**src/rtl/adcr_pkg.sv**
```systemverilog
package adcr_pkg;
  // byte offsets inside one converter window
  localparam int OFS_CTL    = 'h00;
  localparam int OFS_GDATA  = 'h04;
  localparam int OFS_GSTART = 'h08;
  localparam int OFS_INTEN  = 'h0C;
  localparam int OFS_CH0    = 'h10;
  localparam int OFS_STAT   = 'h30;
  // data word layout
  localparam int DONE_BIT   = 31;
  localparam int OVR_BIT    = 30;
  localparam int RES_LSB    = 6;
  // control word layout
  localparam int CTL_MODE_W = 24;
  localparam int CTL_GO_BIT = 24;
endpackage

```
**src/rtl/adcr_chan_bank.sv**
```systemverilog
module adcr_chan_bank #(
  parameter int N_CH  = 8,
  parameter int RES_W = 10,
  parameter int CH_W  = $clog2(N_CH)
) (
  input  logic             clk,
  input  logic             rst,
  input  logic             cv_done,
  input  logic [CH_W-1:0]  cv_chan,
  input  logic [RES_W-1:0] cv_res,
  input  logic             rd_clr,
  input  logic [CH_W-1:0]  rd_ch,
  output logic [N_CH-1:0]  done_flags,
  output logic [N_CH-1:0]  ovr_flags,
  output logic [RES_W-1:0] rd_res
);
  logic [RES_W-1:0] res_q [N_CH];

  always_ff @(posedge clk) begin
    if (rst) begin
      for (int i = 0; i < N_CH; i++) res_q[i] <= '0;
    end else if (cv_done) begin
      res_q[cv_chan] <= cv_res;
    end
  end

  assign rd_res = res_q[rd_ch];

  for (genvar i = 0; i < N_CH; i++) begin : g_flag
    logic hit, clr;
    assign hit = cv_done && (cv_chan == CH_W'(i));
    assign clr = rd_clr && (rd_ch == CH_W'(i));
    always_ff @(posedge clk) begin
      if (rst) begin
        done_flags[i] <= 1'b0;
        ovr_flags[i]  <= 1'b0;
      end else if (hit) begin
        // a new result wins over a same-cycle read
        ovr_flags[i]  <= ovr_flags[i] | done_flags[i];
        done_flags[i] <= 1'b1;
      end else if (clr) begin
        done_flags[i] <= 1'b0;
        ovr_flags[i]  <= 1'b0;
      end
    end
  end
endmodule

```
**src/rtl/adcr_unit.sv**
```systemverilog
module adcr_unit
  import adcr_pkg::*;
#(
  parameter int N_CH  = 8,
  parameter int RES_W = 10,
  parameter int CH_W  = $clog2(N_CH),
  parameter int OFS_W = 6
) (
  input  logic             clk,
  input  logic             rst,
  input  logic             req_en,
  input  logic             req_wr,
  input  logic [OFS_W-1:0] req_ofs,
  input  logic [31:0]      req_wdata,
  input  logic             gstart,
  input  logic             cv_done,
  input  logic [CH_W-1:0]  cv_chan,
  input  logic [RES_W-1:0] cv_res,
  output logic             start_o,
  output logic             irq_o,
  output logic [31:0]      rd_word
);
  localparam int IE_W    = N_CH + 1;
  localparam int WORD_W  = OFS_W - 2;
  localparam int CH_BASE = OFS_CH0 / 4;

  logic [CTL_MODE_W-1:0] ctl_q;
  logic                  armed_q;
  logic [IE_W-1:0]       ie_q;
  logic [RES_W-1:0]      gres_q;
  logic                  gdone_q, govr_q;
  logic [N_CH-1:0]       done_f, ovr_f;
  logic [RES_W-1:0]      ch_res;
  logic                  pending;

  logic [WORD_W-1:0] word_idx;
  logic              is_ch, rd_req, wr_ctl, wr_ie, rd_gdata;
  logic [CH_W-1:0]   ch_idx;
  logic [31:0]       unused_wdata;

  assign word_idx  = req_ofs[OFS_W-1:2];
  assign is_ch     = (int'(word_idx) >= CH_BASE) && (int'(word_idx) < CH_BASE + N_CH);
  assign ch_idx    = CH_W'(word_idx - WORD_W'(CH_BASE));
  assign rd_req    = req_en && !req_wr;
  assign wr_ctl    = req_en && req_wr && (req_ofs == OFS_W'(OFS_CTL));
  assign wr_ie     = req_en && req_wr && (req_ofs == OFS_W'(OFS_INTEN));
  assign rd_gdata  = rd_req && (req_ofs == OFS_W'(OFS_GDATA));
  assign unused_wdata = req_wdata;

  adcr_chan_bank #(.N_CH(N_CH), .RES_W(RES_W), .CH_W(CH_W)) u_bank (
    .clk(clk), .rst(rst), .cv_done(cv_done), .cv_chan(cv_chan), .cv_res(cv_res),
    .rd_clr(rd_req && is_ch), .rd_ch(ch_idx),
    .done_flags(done_f), .ovr_flags(ovr_f), .rd_res(ch_res)
  );

  always_ff @(posedge clk) begin
    if (rst) begin
      ctl_q   <= CTL_MODE_W'(1);
      armed_q <= 1'b0;
      ie_q    <= IE_W'(1) << N_CH;
      start_o <= 1'b0;
    end else begin
      if (wr_ctl) begin
        ctl_q   <= req_wdata[CTL_MODE_W-1:0];
        armed_q <= 1'b1;
      end
      if (wr_ie) ie_q <= req_wdata[IE_W-1:0];
      start_o <= (wr_ctl && req_wdata[CTL_GO_BIT]) || (gstart && armed_q);
    end
  end

  always_ff @(posedge clk) begin
    if (rst) begin
      gres_q  <= '0;
      gdone_q <= 1'b0;
      govr_q  <= 1'b0;
    end else if (cv_done) begin
      gres_q  <= cv_res;
      govr_q  <= govr_q | gdone_q;
      gdone_q <= 1'b1;
    end else if (rd_gdata) begin
      gdone_q <= 1'b0;
      govr_q  <= 1'b0;
    end
  end

  assign pending = |(done_f & ie_q[N_CH-1:0]) || (gdone_q && ie_q[N_CH]);

  always_ff @(posedge clk) begin
    if (rst) irq_o <= 1'b0;
    else     irq_o <= pending;
  end

  always_comb begin
    rd_word = '0;
    if (is_ch) begin
      rd_word[DONE_BIT]            = done_f[ch_idx];
      rd_word[OVR_BIT]             = ovr_f[ch_idx];
      rd_word[RES_LSB +: RES_W]    = ch_res;
    end else if (req_ofs == OFS_W'(OFS_CTL)) begin
      rd_word[CTL_MODE_W-1:0]      = ctl_q;
    end else if (req_ofs == OFS_W'(OFS_GDATA)) begin
      rd_word[DONE_BIT]            = gdone_q;
      rd_word[OVR_BIT]             = govr_q;
      rd_word[RES_LSB +: RES_W]    = gres_q;
    end else if (req_ofs == OFS_W'(OFS_INTEN)) begin
      rd_word[IE_W-1:0]            = ie_q;
    end else if (req_ofs == OFS_W'(OFS_STAT)) begin
      rd_word[N_CH-1:0]            = done_f;
      rd_word[N_CH +: N_CH]        = ovr_f;
      rd_word[2*N_CH]              = pending;
    end
  end
endmodule

```
**src/rtl/adc_pair_regs.sv**
```systemverilog
module adc_pair_regs
  import adcr_pkg::*;
#(
  parameter int N_ADC  = 2,
  parameter int N_CH   = 8,
  parameter int RES_W  = 10,
  parameter int OFS_W  = 6,
  parameter int CH_W   = $clog2(N_CH),
  parameter int SEL_W  = (N_ADC > 1) ? $clog2(N_ADC) : 1,
  parameter int ADDR_W = OFS_W + SEL_W
) (
  input  logic                   clk,
  input  logic                   rst,
  input  logic                   bus_en,
  input  logic                   bus_wr,
  input  logic [ADDR_W-1:0]      bus_addr,
  input  logic [31:0]            bus_wdata,
  output logic [31:0]            bus_rdata,
  input  logic [N_ADC-1:0]       cv_done,
  input  logic [N_ADC*CH_W-1:0]  cv_chan,
  input  logic [N_ADC*RES_W-1:0] cv_res,
  output logic [N_ADC-1:0]       cv_start,
  output logic [N_ADC-1:0]       irq
);
  logic [SEL_W-1:0] sel;
  logic [OFS_W-1:0] ofs;
  logic             gstart;
  logic [31:0]      unit_word [N_ADC];

  assign sel    = bus_addr[ADDR_W-1:OFS_W];
  assign ofs    = bus_addr[OFS_W-1:0];
  assign gstart = bus_en && bus_wr && (sel == '0) && (ofs == OFS_W'(OFS_GSTART));

  for (genvar u = 0; u < N_ADC; u++) begin : g_unit
    adcr_unit #(.N_CH(N_CH), .RES_W(RES_W), .CH_W(CH_W), .OFS_W(OFS_W)) u_unit (
      .clk(clk), .rst(rst),
      .req_en(bus_en && (sel == SEL_W'(u))), .req_wr(bus_wr),
      .req_ofs(ofs), .req_wdata(bus_wdata), .gstart(gstart),
      .cv_done(cv_done[u]), .cv_chan(cv_chan[u*CH_W +: CH_W]),
      .cv_res(cv_res[u*RES_W +: RES_W]),
      .start_o(cv_start[u]), .irq_o(irq[u]), .rd_word(unit_word[u])
    );
  end

  always_ff @(posedge clk) begin
    if (rst) begin
      bus_rdata <= '0;
    end else if (bus_en && !bus_wr) begin
      bus_rdata <= (int'(sel) < N_ADC) ? unit_word[sel] : '0;
    end
  end
endmodule

```
**config.mk**
```make
export PLATFORM = sky130hd
export DESIGN_NAME = adc_pair_regs
export DESIGN_NICKNAME = d
export VERILOG_FILES = /design/src/rtl/adcr_pkg.sv /design/src/rtl/adcr_chan_bank.sv /design/src/rtl/adcr_unit.sv /design/src/rtl/adc_pair_regs.sv
export SDC_FILE = /design/constraint.sdc
export NUM_CORES = 1
export LEC_CHECK = 0
export BUFFER_PORTS_ARGS = -buffer_cell sky130_fd_sc_hd__buf_2
export CORE_AREA = 2 2 216 218
export CTS_CLUSTER_SIZE = 20
export DETAILED_ROUTE_END_ITERATION = 12
export DIE_AREA = 0 0 218 220
export GPL_TIMING_DRIVEN = 0
export PLACE_DENSITY_LB_ADDON = 0.12
export SYNTH_ARGS = -nofsm -noshare
export SYNTH_HDL_FRONTEND = slang
export SYNTH_SLANG_ARGS = --single-unit
```
**constraint.sdc**
```tcl
create_clock -name clk -period 2.22 [get_ports clk]
set_input_delay 0.222 -clock clk [delete_from_list [all_inputs] [get_ports clk]]
set_output_delay 0.222 -clock clk [all_outputs]
set_load 0.005 [all_outputs]
```
==> impl_metrics.env, run 1 <==
export IMPL_p_switching_w=0.003484
export IMPL_grtUsageTotal=0.2322
export IMPL_p_per_area_nw_per_um2=801.4
export IMPL_asyncSetResetFlopFracSynth=0
export IMPL_internal_power_w=0.01044
export IMPL_htree_levels=2
export IMPL_synth_top_family_by_area="simple AND/OR/NAND/NOR gates"
export IMPL_min_period_ns=2.125
export IMPL_synth_mux_area_frac=0.1233
export IMPL_cts_tree="yes"
export IMPL_dp_cells=2015
export IMPL_netlist_instances=1303
export IMPL_max_freq_ghz=0.4707
export IMPL_grt_overflow=0
export IMPL_synth_edf_count=160
export IMPL_p_comb_frac=0.088
export IMPL_final_max_slew_viol_count=0
export IMPL_crit_path_end_kind="register"
export IMPL_maxSlewHeadroom=0.3710
export IMPL_placed_area_um2=15820
export IMPL_synth_simple_area_share=0.1786
export IMPL_drive_gt1_frac=0.1995
export IMPL_tightestPinTransition_ns=0.9435
export IMPL_drtIter0Drc=1232
export IMPL_synth_distinct_cells=69
export IMPL_dieArea_um2=47960
export IMPL_dieWidth_um=218
export IMPL_drc=0
export IMPL_fillCellCount=4603
export IMPL_seq_power_share=0.464
export IMPL_finalInstanceArea_um2=17380
export IMPL_dr_pass1_iters=5
export IMPL_cp_arrival_ns=2.61
export IMPL_synthXorXnorAreaFrac=0
export IMPL_cap_violations=0
export IMPL_wl_per_cell_um=26.28
export IMPL_start_util=0.3162
export IMPL_dp_hpwl_mm=40.50
export IMPL_cts_root_buf="clkbuf_16"
export IMPL_synth_area_um2=14500
export IMPL_holdWs_ns=0.01528
export IMPL_grt_pass1_wl_mm=79.14
export IMPL_vias=11370
export IMPL_grt_pass1_vias=11030
export IMPL_post_route_util=0.3789
export IMPL_yosys_area_top_type="edfxtp_1"
export IMPL_ant_nets=0
export IMPL_fin_crit_sh=0.9570
export IMPL_num_rows=79
export IMPL_io_pins=107
export IMPL_stdcell_count=2112
export IMPL_rsz0062_at_grt="false"
export IMPL_numPortBuffers=90
export IMPL_status="complete, no violations"
export IMPL_worstPathRequired_ns=2.71
export IMPL_area_delta_synth_final_pct=19.83
export IMPL_critPathLaunchType="input port"
export IMPL_synth_top_area_share=0.3313
export IMPL_clkPwrFrac=0.448
export IMPL_peakVddDrop_v=0.0005145
export IMPL_synth_compound_area_frac=0.1150
export IMPL_routabilityCongestion=0.9510
export IMPL_setup_viol=0
export IMPL_grt_max_degree=14
export IMPL_yosysSeqAreaShare=0.5439
export IMPL_yosys_area_share_adder=0.001725
export IMPL_insertion_delay_ns=0.57
export IMPL_numCtsBuffers=38
export IMPL_skew_ns=0.01843
export IMPL_numClockSinks=314
export IMPL_routed_wl_mm=55.51
export IMPL_core_um2=45860
export IMPL_hold_viol_final=0
export IMPL_synth_seq_cells=314
export IMPL_via_per_inst=5.384
export IMPL_synthTopCellsByArea="edfxtp_1 33%, dfxtp_1 21%, mux4_2 6.5%, and2_1 6.1%, mux2i_1 5.1%"
export IMPL_p_leak_nw=6.302
export IMPL_sw_frac_of_total=0.2501
export IMPL_synth_warnings=0
export IMPL_antenna_found_initial=2
export IMPL_clkSlewWorstSetupHoldPaths_ns=0.07
export IMPL_hold_class="input port to register"
export IMPL_avgSynthCellArea_um2=11.13
export IMPL_synthFlopType="edfxtp_1"
export IMPL_clockBufferDepth=3
export IMPL_worstSetupPathType="input port to register"
export IMPL_path_max_fanout=10
export IMPL_nets=1548
export IMPL_die_h_um=220
export IMPL_p_total_w=0.01393
[power groups by stage]
stage	Clock [W]	Sequential (W)	Combinational [W]
after floorplan	0	0.00652	0.000619
after global placement	0	0.00658	0.00115
after detailed placement	0	0.00658	0.00118
after CTS	0.00635	0.00646	0.00123
after global routing	0.00657	0.00648	0.00130
final	0.00624	0.00646	0.00123
[logic make-up after synthesis]
family | count (synthesis)
AOI/OAI and AO/OA | 246
adders and majority gates | 2
buffers and inverters | 106
DFF | 314
muxes | 125
other | 1
and+or+nand+nor | 509
[metrics by stage]
stage          setup slack (ns)  setup TNS [ns]
2_1_floorplan            0.1502               0
3_3_place_gp             -1.305         -201.16
3_5_place_dp             -1.333         -149.75
4_1_cts                 0.02078               0
5_1_grt                 0.01434               0
6_report                0.09540               0
[Yosys cell counts, types with 4 or more instances]
library cell  count
nand4_1           5
a22o_1            6
a21oi_1          86
mux2_2            9
edfxtp_1        160
mux2i_1          74
o21ai_0          33
a22oi_1          14
a31o_2            8
nor2b_1           4
clkbuf_1         47
nand2_1         160
buf_1             5
o31ai_1           8
dfxtp_1         154
buf_2            18
nor3_1           20
a222oi_1          7
nor2_1           96
o2111ai_1         5
a32oi_1           7
o2bb2ai_1         6
and2_1          142
a2bb2oi_1         6
nand2b_1         18
a41oi_1           4
and3_1           26
a221o_2           4
buf_6             5
a221oi_1         11
mux4_2           42
or2_2             6
o211ai_1         11
nand3_1           8
inv_1             8
buf_4            22
a31oi_1           9
[final timing paths]
path | start | endpoint | slack [ns] | depth (start not counted)
worst min register to register | g_unit[1].u_unit.ctl_q[19]$_SDFFE_PP0P_ | g_unit[1].u_unit.ctl_q[19]$_SDFFE_PP0P_ | 0.45 | 2
worst min-delay path | bus_wdata[24] | g_unit[1].u_unit.start_o$_SDFF_PP0_ | 0.02 | 3
worst max register to register | g_unit[1].u_unit.u_bank.res_q[6][9]$_SDFFCE_PN0P_ | bus_rdata[15]$_SDFFE_PP0P_ | 0.40 | 5
worst max-delay path | bus_addr[4] | bus_rdata[12]$_SDFFE_PP0P_ | 0.1 | 10
[state kept, by name, summed over array words and instances, names as in the netlist]
name / count
g_unit.u_unit.govr_q: 2
g_unit.u_unit.ie_q: 18
g_unit.u_unit.gdone_q: 2
g_unit.u_unit.gres_q: 20
g_unit.u_unit.u_bank.done_flags: 16
g_unit.u_unit.start_o: 2
g_unit.u_unit.irq_o: 2
bus_rdata: 26
g_unit.u_unit.u_bank.res_q: 160
g_unit.u_unit.u_bank.ovr_flags: 16
g_unit.u_unit.armed_q: 2
g_unit.u_unit.ctl_q: 48
[area by class of cell]
type	count	area, um^2	area share
repair buffers	128	807.0	0.04644
multi-input cells	888	6151	0.3539
clock buffers	44	994.7	0.05724
diodes	1	2.502	0.0001440
well taps	607	759.5	0.04370
clock inverters	25	227.7	0.01310
inverters	9	38.79	0.002232
flip-flops and latches	314	7888	0.4539
plain buffers	96	510.5	0.02937
[critical path, stage by stage]
cell and delay [ns]:
buf_2 0.18, inv_6 0.15, ha_2 0.19, buf_4 0.19, or3b_2 0.45, buf_2 0.19
nor2_4 0.31, o2bb2ai_1 0.21, o2111ai_1 0.26, a41oi_1 0.25
[timing repair]
item | CTS | global route
resized for setup | 15 | 5
pin swaps | 1 | 0
endpoints found under the hold margin | 65 | 0
hold buffers | 24 | 0
endpoints found under the setup margin | 159 | 34
buffers inserted | 3 | 1
[layout by cell type, fill, tap and decap left out, types with 17 or more instances in the layout]
cell / instances
clkbuf_16: 39
clkbuf_1: 48
buf_4: 32
nand2b_1: 18
edfxtp_1: 160
dlygate4sd3_1: 24
nand2_1: 160
mux4_2: 42
and2_1: 142
mux2i_1: 74
nor2_1: 92
dfxtp_1: 154
buf_2: 108
o21ai_0: 23
a21oi_1: 86
and3_1: 26
nor3_1: 17
[routing by layer]
layer	global-route usage	up-vias	part of all wire
met4	0.08889	2	0.039
li1	-	5105	-
met3	0.03064	114	0.060
met1	0.3141	5678	0.44
met5	0	-	0.00023
met2	0.3782	472	0.46
Note: power is estimated with default switching activity, not from simulation.
==> run 2: changes to the inputs <==
HOLD_SLACK_MARGIN = 0.03   (was default)
==> impl_metrics.env, run 2 (synthesized netlist as in run 1, its figures left out) <==
export IMPL_grt_overflow=0
export IMPL_routabilityCongestion=0.9510
export IMPL_rsz0062_at_grt="false"
export IMPL_final_max_slew_viol_count=0
export IMPL_grtUsageTotal=0.2323
export IMPL_regMostFlops="g_unit.u_unit.u_bank.res_q"
export IMPL_maxSlewHeadroom=0.3869
export IMPL_slowest_delay_ns=0.59
export IMPL_peakVddDrop_v=0.0005155
export IMPL_numPortBuffers=90
export IMPL_drc=0
export IMPL_numClockSinks=314
export IMPL_wl_per_cell_um=26.25
export IMPL_antenna_found_initial=2
export IMPL_fin_crit_sh=0.9527
export IMPL_worstPathRequired_ns=2.38
export IMPL_cts_root_buf="clkbuf_16"
export IMPL_critPathLaunchType="input port"
export IMPL_via_per_inst=5.377
export IMPL_min_period_ns=2.115
export IMPL_skew_ns=0.01731
export IMPL_fillCellCount=4604
export IMPL_vias=11360
export IMPL_clkSlewWorstSetupHoldPaths_ns=0.05
export IMPL_diodes=0
export IMPL_p_per_area_nw_per_um2=800.7
export IMPL_tightestPinTransition_ns=0.9197
export IMPL_drtIter0Drc=1214
export IMPL_routed_wl_mm=55.46
export IMPL_grt_pass1_vias=11040
export IMPL_r2r_slack_ns=0.41
export IMPL_ant_nets=0
export IMPL_worst_slack_ns=0.1049
export IMPL_grt_max_degree=14
export IMPL_cts_tree="yes"
export IMPL_cp_arrival_ns=2.27
export IMPL_cap_violations=0
export IMPL_cp_endpoint="g_unit[0].u_unit.u_bank.res_q[1][2]$_SDFFCE_PN0P_"
export IMPL_crit_path_cell_trace="buf_2, inv_1, clkbuf_1, clkbuf_2, nand2_1"
export IMPL_cpMaxStageDelayCell="clkbuf_1"
export IMPL_pre_cts_ws_ns=-1.333
export IMPL_die_h_um=220
export IMPL_core_um2=45860
export IMPL_path_max_fanout=10
export IMPL_dieArea_um2=47960
export IMPL_worstSetupPathType="input port to register"
export IMPL_p_leak_nw=6.311
export IMPL_area_delta_synth_final_pct=19.96
export IMPL_numCtsBuffers=38
export IMPL_hold_class="input port to register"
export IMPL_reg2reg_depth=5
export IMPL_post_route_util=0.3793
export IMPL_max_freq_ghz=0.4728
export IMPL_setup_viol=0
export IMPL_start_util=0.3162
export IMPL_p_total_w=0.01393
export IMPL_dp_hpwl_mm=40.50
export IMPL_status="complete, no violations"
export IMPL_num_rows=79
export IMPL_timing_rr_end="bus_rdata[15]$_SDFFE_PP0P_"
export IMPL_dr_pass1_iters=5
export IMPL_largestRegisters="g_unit.u_unit.u_bank.res_q: 160 flops, g_unit.u_unit.ctl_q: 48 flops, bus_rdata: 26 flops"
export IMPL_final_cell_mix="160 x nand2_1, 160 x edfxtp_1, 154 x dfxtp_1"
export IMPL_insertion_delay_ns=0.56
export IMPL_cp_startpoint="rst"
export IMPL_crit_path_end_kind="register"
export IMPL_htree_levels=2
export IMPL_clockBufferDepth=3
export IMPL_io_pins=107
export IMPL_reg2reg_from="g_unit[1].u_unit.u_bank.res_q[6][9]$_SDFFCE_PN0P_"
export IMPL_hold_viol_final=0
export IMPL_nets=1550
export IMPL_largest_reg_flops=160
export IMPL_dieWidth_um=218
export IMPL_grt_pass1_wl_mm=79.21
export IMPL_drive_gt1_frac=0.1992
run 2: worst max-delay path, delay by kind of cell:
family | cells | cell delay (ns)
buffers and inverters | 4 | 1.55
AND/OR/NAND/NOR | 1 | 0.48
run 2: worst min-delay path by stage:
stage | start | endpoint | slack [ns] | cells after the start
finish | cv_res[14] | g_unit[1].u_unit.gres_q[4]$_SDFFE_PP0P_ | 0.07 | 3
floorplan | bus_wdata[0] | g_unit[0].u_unit.ctl_q[0]$_SDFFE_PP1P_ | 0.35 | 2
detailed placement | g_unit[0].u_unit.ctl_q[1]$_SDFFE_PP0P_ | g_unit[0].u_unit.ctl_q[1]$_SDFFE_PP0P_ | 0.45 | 2
global placement | g_unit[1].u_unit.ctl_q[18]$_SDFFE_PP0P_ | g_unit[1].u_unit.ctl_q[18]$_SDFFE_PP0P_ | 0.44 | 2
global route | cv_res[0] | g_unit[0].u_unit.gres_q[0]$_SDFFE_PP0P_ | 0.09 | 3
CTS | cv_res[2] | g_unit[0].u_unit.gres_q[2]$_SDFFE_PP0P_ | 0.06 | 3
run 2: per-stage QoR:
stage	instance area (um^2)	hold WS (ns)	TNS, ns	cells
floorplan	14520	0.3460	0	1308
finish	17400	0.06893	0	2113
detailed placement	15820	0.4458	-149.75	2015
global placement	15730	0.4389	-201.16	2005
CTS	17370	0.06163	0	2112
global route	17400	0.09467	0	2113
run 2: repair_timing:
| item | 4_1_cts | 5_1_grt |
|---|---|---|
| pin swaps | 1 | 0 |
| endpoints found under the hold margin | 67 | 0 |
| endpoints found under the setup margin | 159 | 34 |
| buffers inserted | 3 | 1 |
| hold buffers | 26 | 0 |
| gates resized for setup | 15 | 5 |
run 2: cell type report:
cell class	count	area [um^2]	share of cell area
plain buffers	96	510.5	0.02934
clock buffers	44	994.7	0.05718
clock inverters	25	227.7	0.01309
inverters	9	38.79	0.002230
multi-input cells	888	6151	0.3536
flip-flops and latches	314	7888	0.4534
well taps	607	759.5	0.04366
repair buffers	130	827.0	0.04754
run 2: power breakdown:
group	switching, W	total (W)	internal (W)
clock	0.00256	0.00624	0.00368
sequential	0.000115	0.00646	0.00634
combinational	0.000806	0.00123	0.000421
total	0.00348	0.0139	0.0104
run 2: metal layers:
layer | part of all wire | track usage
met1 | 0.44 | 0.3142
met2 | 0.46 | 0.3785
met3 | 0.060 | 0.03064
met4 | 0.038 | 0.08889
met5 | 0.00022 | 0
==> run 3: changes to the inputs <==
HOLD_SLACK_MARGIN = 0.15   (was 0.03)
clock period = 2.7 ns   (was 2.22 ns; I/O delays follow)
==> impl_metrics.env, run 3 (synthesized netlist as in run 1, its figures left out) <==
export IMPL_min_period_ns=2.660
export IMPL_cp_arrival_ns=2.78
export IMPL_io_pins=107
export IMPL_cts_tree="yes"
export IMPL_nets=1563
export IMPL_cts_root_buf="clkbuf_16"
export IMPL_core_um2=45860
export IMPL_holdWs_ns=0.1614
export IMPL_grt_max_degree=14
export IMPL_p_leak_nw=6.358
export IMPL_max_freq_ghz=0.3760
export IMPL_p_per_area_nw_per_um2=656.0
export IMPL_clkPwrFrac=0.448
export IMPL_cts_post_setup_buffers_inserted=0
export IMPL_area_delta_synth_final_pct=20.63
export IMPL_htree_levels=2
export IMPL_largest_reg_flops=160
export IMPL_clockBufferDepth=3
export IMPL_path_max_fanout=10
export IMPL_dp_cells=2015
export IMPL_worst_slack_ns=0.04044
export IMPL_wl_per_cell_um=26.10
export IMPL_clkSlewWorstSetupHoldPaths_ns=0.06
export IMPL_numCtsBuffers=38
export IMPL_insertion_delay_ns=0.56
export IMPL_cap_violations=0
export IMPL_multi_input_area_um2=6117
export IMPL_pre_cts_ws_ns=-0.9013
export IMPL_rsz0062_at_grt="false"
export IMPL_drc=0
export IMPL_p_switching_w=0.002874
export IMPL_setup_viol=0
export IMPL_start_util=0.3162
export IMPL_crit_path_end_kind="register"
export IMPL_internal_power_w=0.008603
export IMPL_placed_area_um2=15820
export IMPL_antenna_found_initial=1
export IMPL_critPathLaunchType="input port"
export IMPL_grt_overflow=0
export IMPL_tightestPinTransition_ns=1.025
export IMPL_grtUsageTotal=0.2324
export IMPL_worstSetupPathType="input port to register"
export IMPL_r2r_slack_ns=0.88
export IMPL_skew_ns=0.02019
export IMPL_seq_power_share=0.463
export IMPL_drive_gt1_frac=0.1909
export IMPL_num_rows=79
export IMPL_largestRegisters="g_unit.u_unit.u_bank.res_q: 160 flops, g_unit.u_unit.ctl_q: 48 flops, bus_rdata: 26 flops"
export IMPL_final_max_slew_viol_count=0
export IMPL_stdcell_count=2126
export IMPL_hold_class="input port to register"
export IMPL_worstPathRequired_ns=2.82
export IMPL_routed_wl_mm=55.49
export IMPL_dp_hpwl_mm=40.50
export IMPL_grt_pass1_vias=11070
export IMPL_fillCellCount=4603
export IMPL_fin_crit_sh=0.9850
export IMPL_ant_nets=0
export IMPL_grt_pass1_wl_mm=79.25
export IMPL_p_comb_frac=0.089
export IMPL_dieWidth_um=218
export IMPL_dieArea_um2=47960
export IMPL_regMostFlops="g_unit.u_unit.u_bank.res_q"
export IMPL_finalInstanceArea_um2=17490
export IMPL_via_per_inst=5.325
export IMPL_drtIter0Drc=1222
export IMPL_peakVddDrop_v=0.0004223
export IMPL_seqCellArea_um2=7888
export IMPL_post_route_util=0.3814
export IMPL_maxSlewHeadroom=0.3168
export IMPL_dr_pass1_iters=7
export IMPL_die_h_um=220
export IMPL_diodes=0
export IMPL_hold_viol_final=0
export IMPL_vias=11320
export IMPL_numPortBuffers=90
export IMPL_sw_frac_of_total=0.2504
export IMPL_final_cell_mix="160 x nand2_1, 160 x edfxtp_1, 154 x dfxtp_1"
export IMPL_status="complete, no violations"
export IMPL_numClockSinks=314
export IMPL_routabilityCongestion=0.9510
-- run 3: cell types whose count changed in the layout (fill, tap and decap cells not counted), moves of 2 or more --
cell           before  now
nor2_1             92   94
buf_4              32   29
nor2_4              5    2
dlygate4sd3_1      26   43
-- run 3: worst max-delay path: stages --
cell and delay, ns:
buf_2 0.16, inv_1 0.27, clkbuf_1 0.59, clkbuf_1 0.83, nand2_1 0.64
-- run 3: worst paths after layout --
check                                                          from                                                end  cells past startpoint
setup / recovery                                                rst  g_unit[0].u_unit.u_bank.res_q[1][2]$_SDFFCE_PN0P_                      5
hold / removal                                            cv_res[5]            g_unit[0].u_unit.gres_q[5]$_SDFFE_PP0P_                      3
setup reg to reg  g_unit[1].u_unit.u_bank.res_q[6][9]$_SDFFCE_PN0P_                         bus_rdata[15]$_SDFFE_PP0P_                      5
hold reg to reg             g_unit[1].u_unit.ctl_q[19]$_SDFFE_PP0P_            g_unit[1].u_unit.ctl_q[19]$_SDFFE_PP0P_                      2
-- run 3: through the flow --
step / TNS (ns) / power [W]
detailed placement: -67.53 / 0.006380
CTS: 0 / 0.01155
global placement: -88.95 / 0.006357
floorplan: 0 / 0.005874
global route: 0 / 0.01181
finish: 0 / 0.01148
-- run 3: power by group through the flow --
| stage | Sequential [W] | Combinational, W | Clock [W] |
|---|---|---|---|
| after floorplan | 0.00536 | 0.000509 | 0 |
| after global placement | 0.00541 | 0.000948 | 0 |
| after detailed placement | 0.00541 | 0.000969 | 0 |
| after CTS | 0.00531 | 0.00102 | 0.00522 |
| after global routing | 0.00532 | 0.00108 | 0.00540 |
| final | 0.00531 | 0.00102 | 0.00514 |
-- run 3: layout make-up --
class | instances | area share
Buffer | 96 | 0.02889
Clock buffer | 44 | 0.05686
Clock inverter | 25 | 0.01302
Inverter | 9 | 0.002003
Multi-Input combinational cell | 888 | 0.3497
Sequential cell | 314 | 0.4509
Tap cell | 607 | 0.04341
Timing Repair Buffer | 143 | 0.05529
-- run 3: metal layers --
layer  part of all wire  wire length, um  global-route usage
met5                  0                0                   0
met2               0.46            25410              0.3787
met3              0.060             3309             0.03009
met1               0.44            24480              0.3136
met4              0.041             2285             0.09116
-- run 3: what timing repair did --
| action | CTS | global route |
|---|---|---|
| hold buffers | 43 | 0 |
| pin swaps | 0 | 0 |
| gates resized for setup | 4 | 4 |
| setup endpoints to repair | 24 | 27 |
| endpoints found under the hold margin | 88 | 0 |
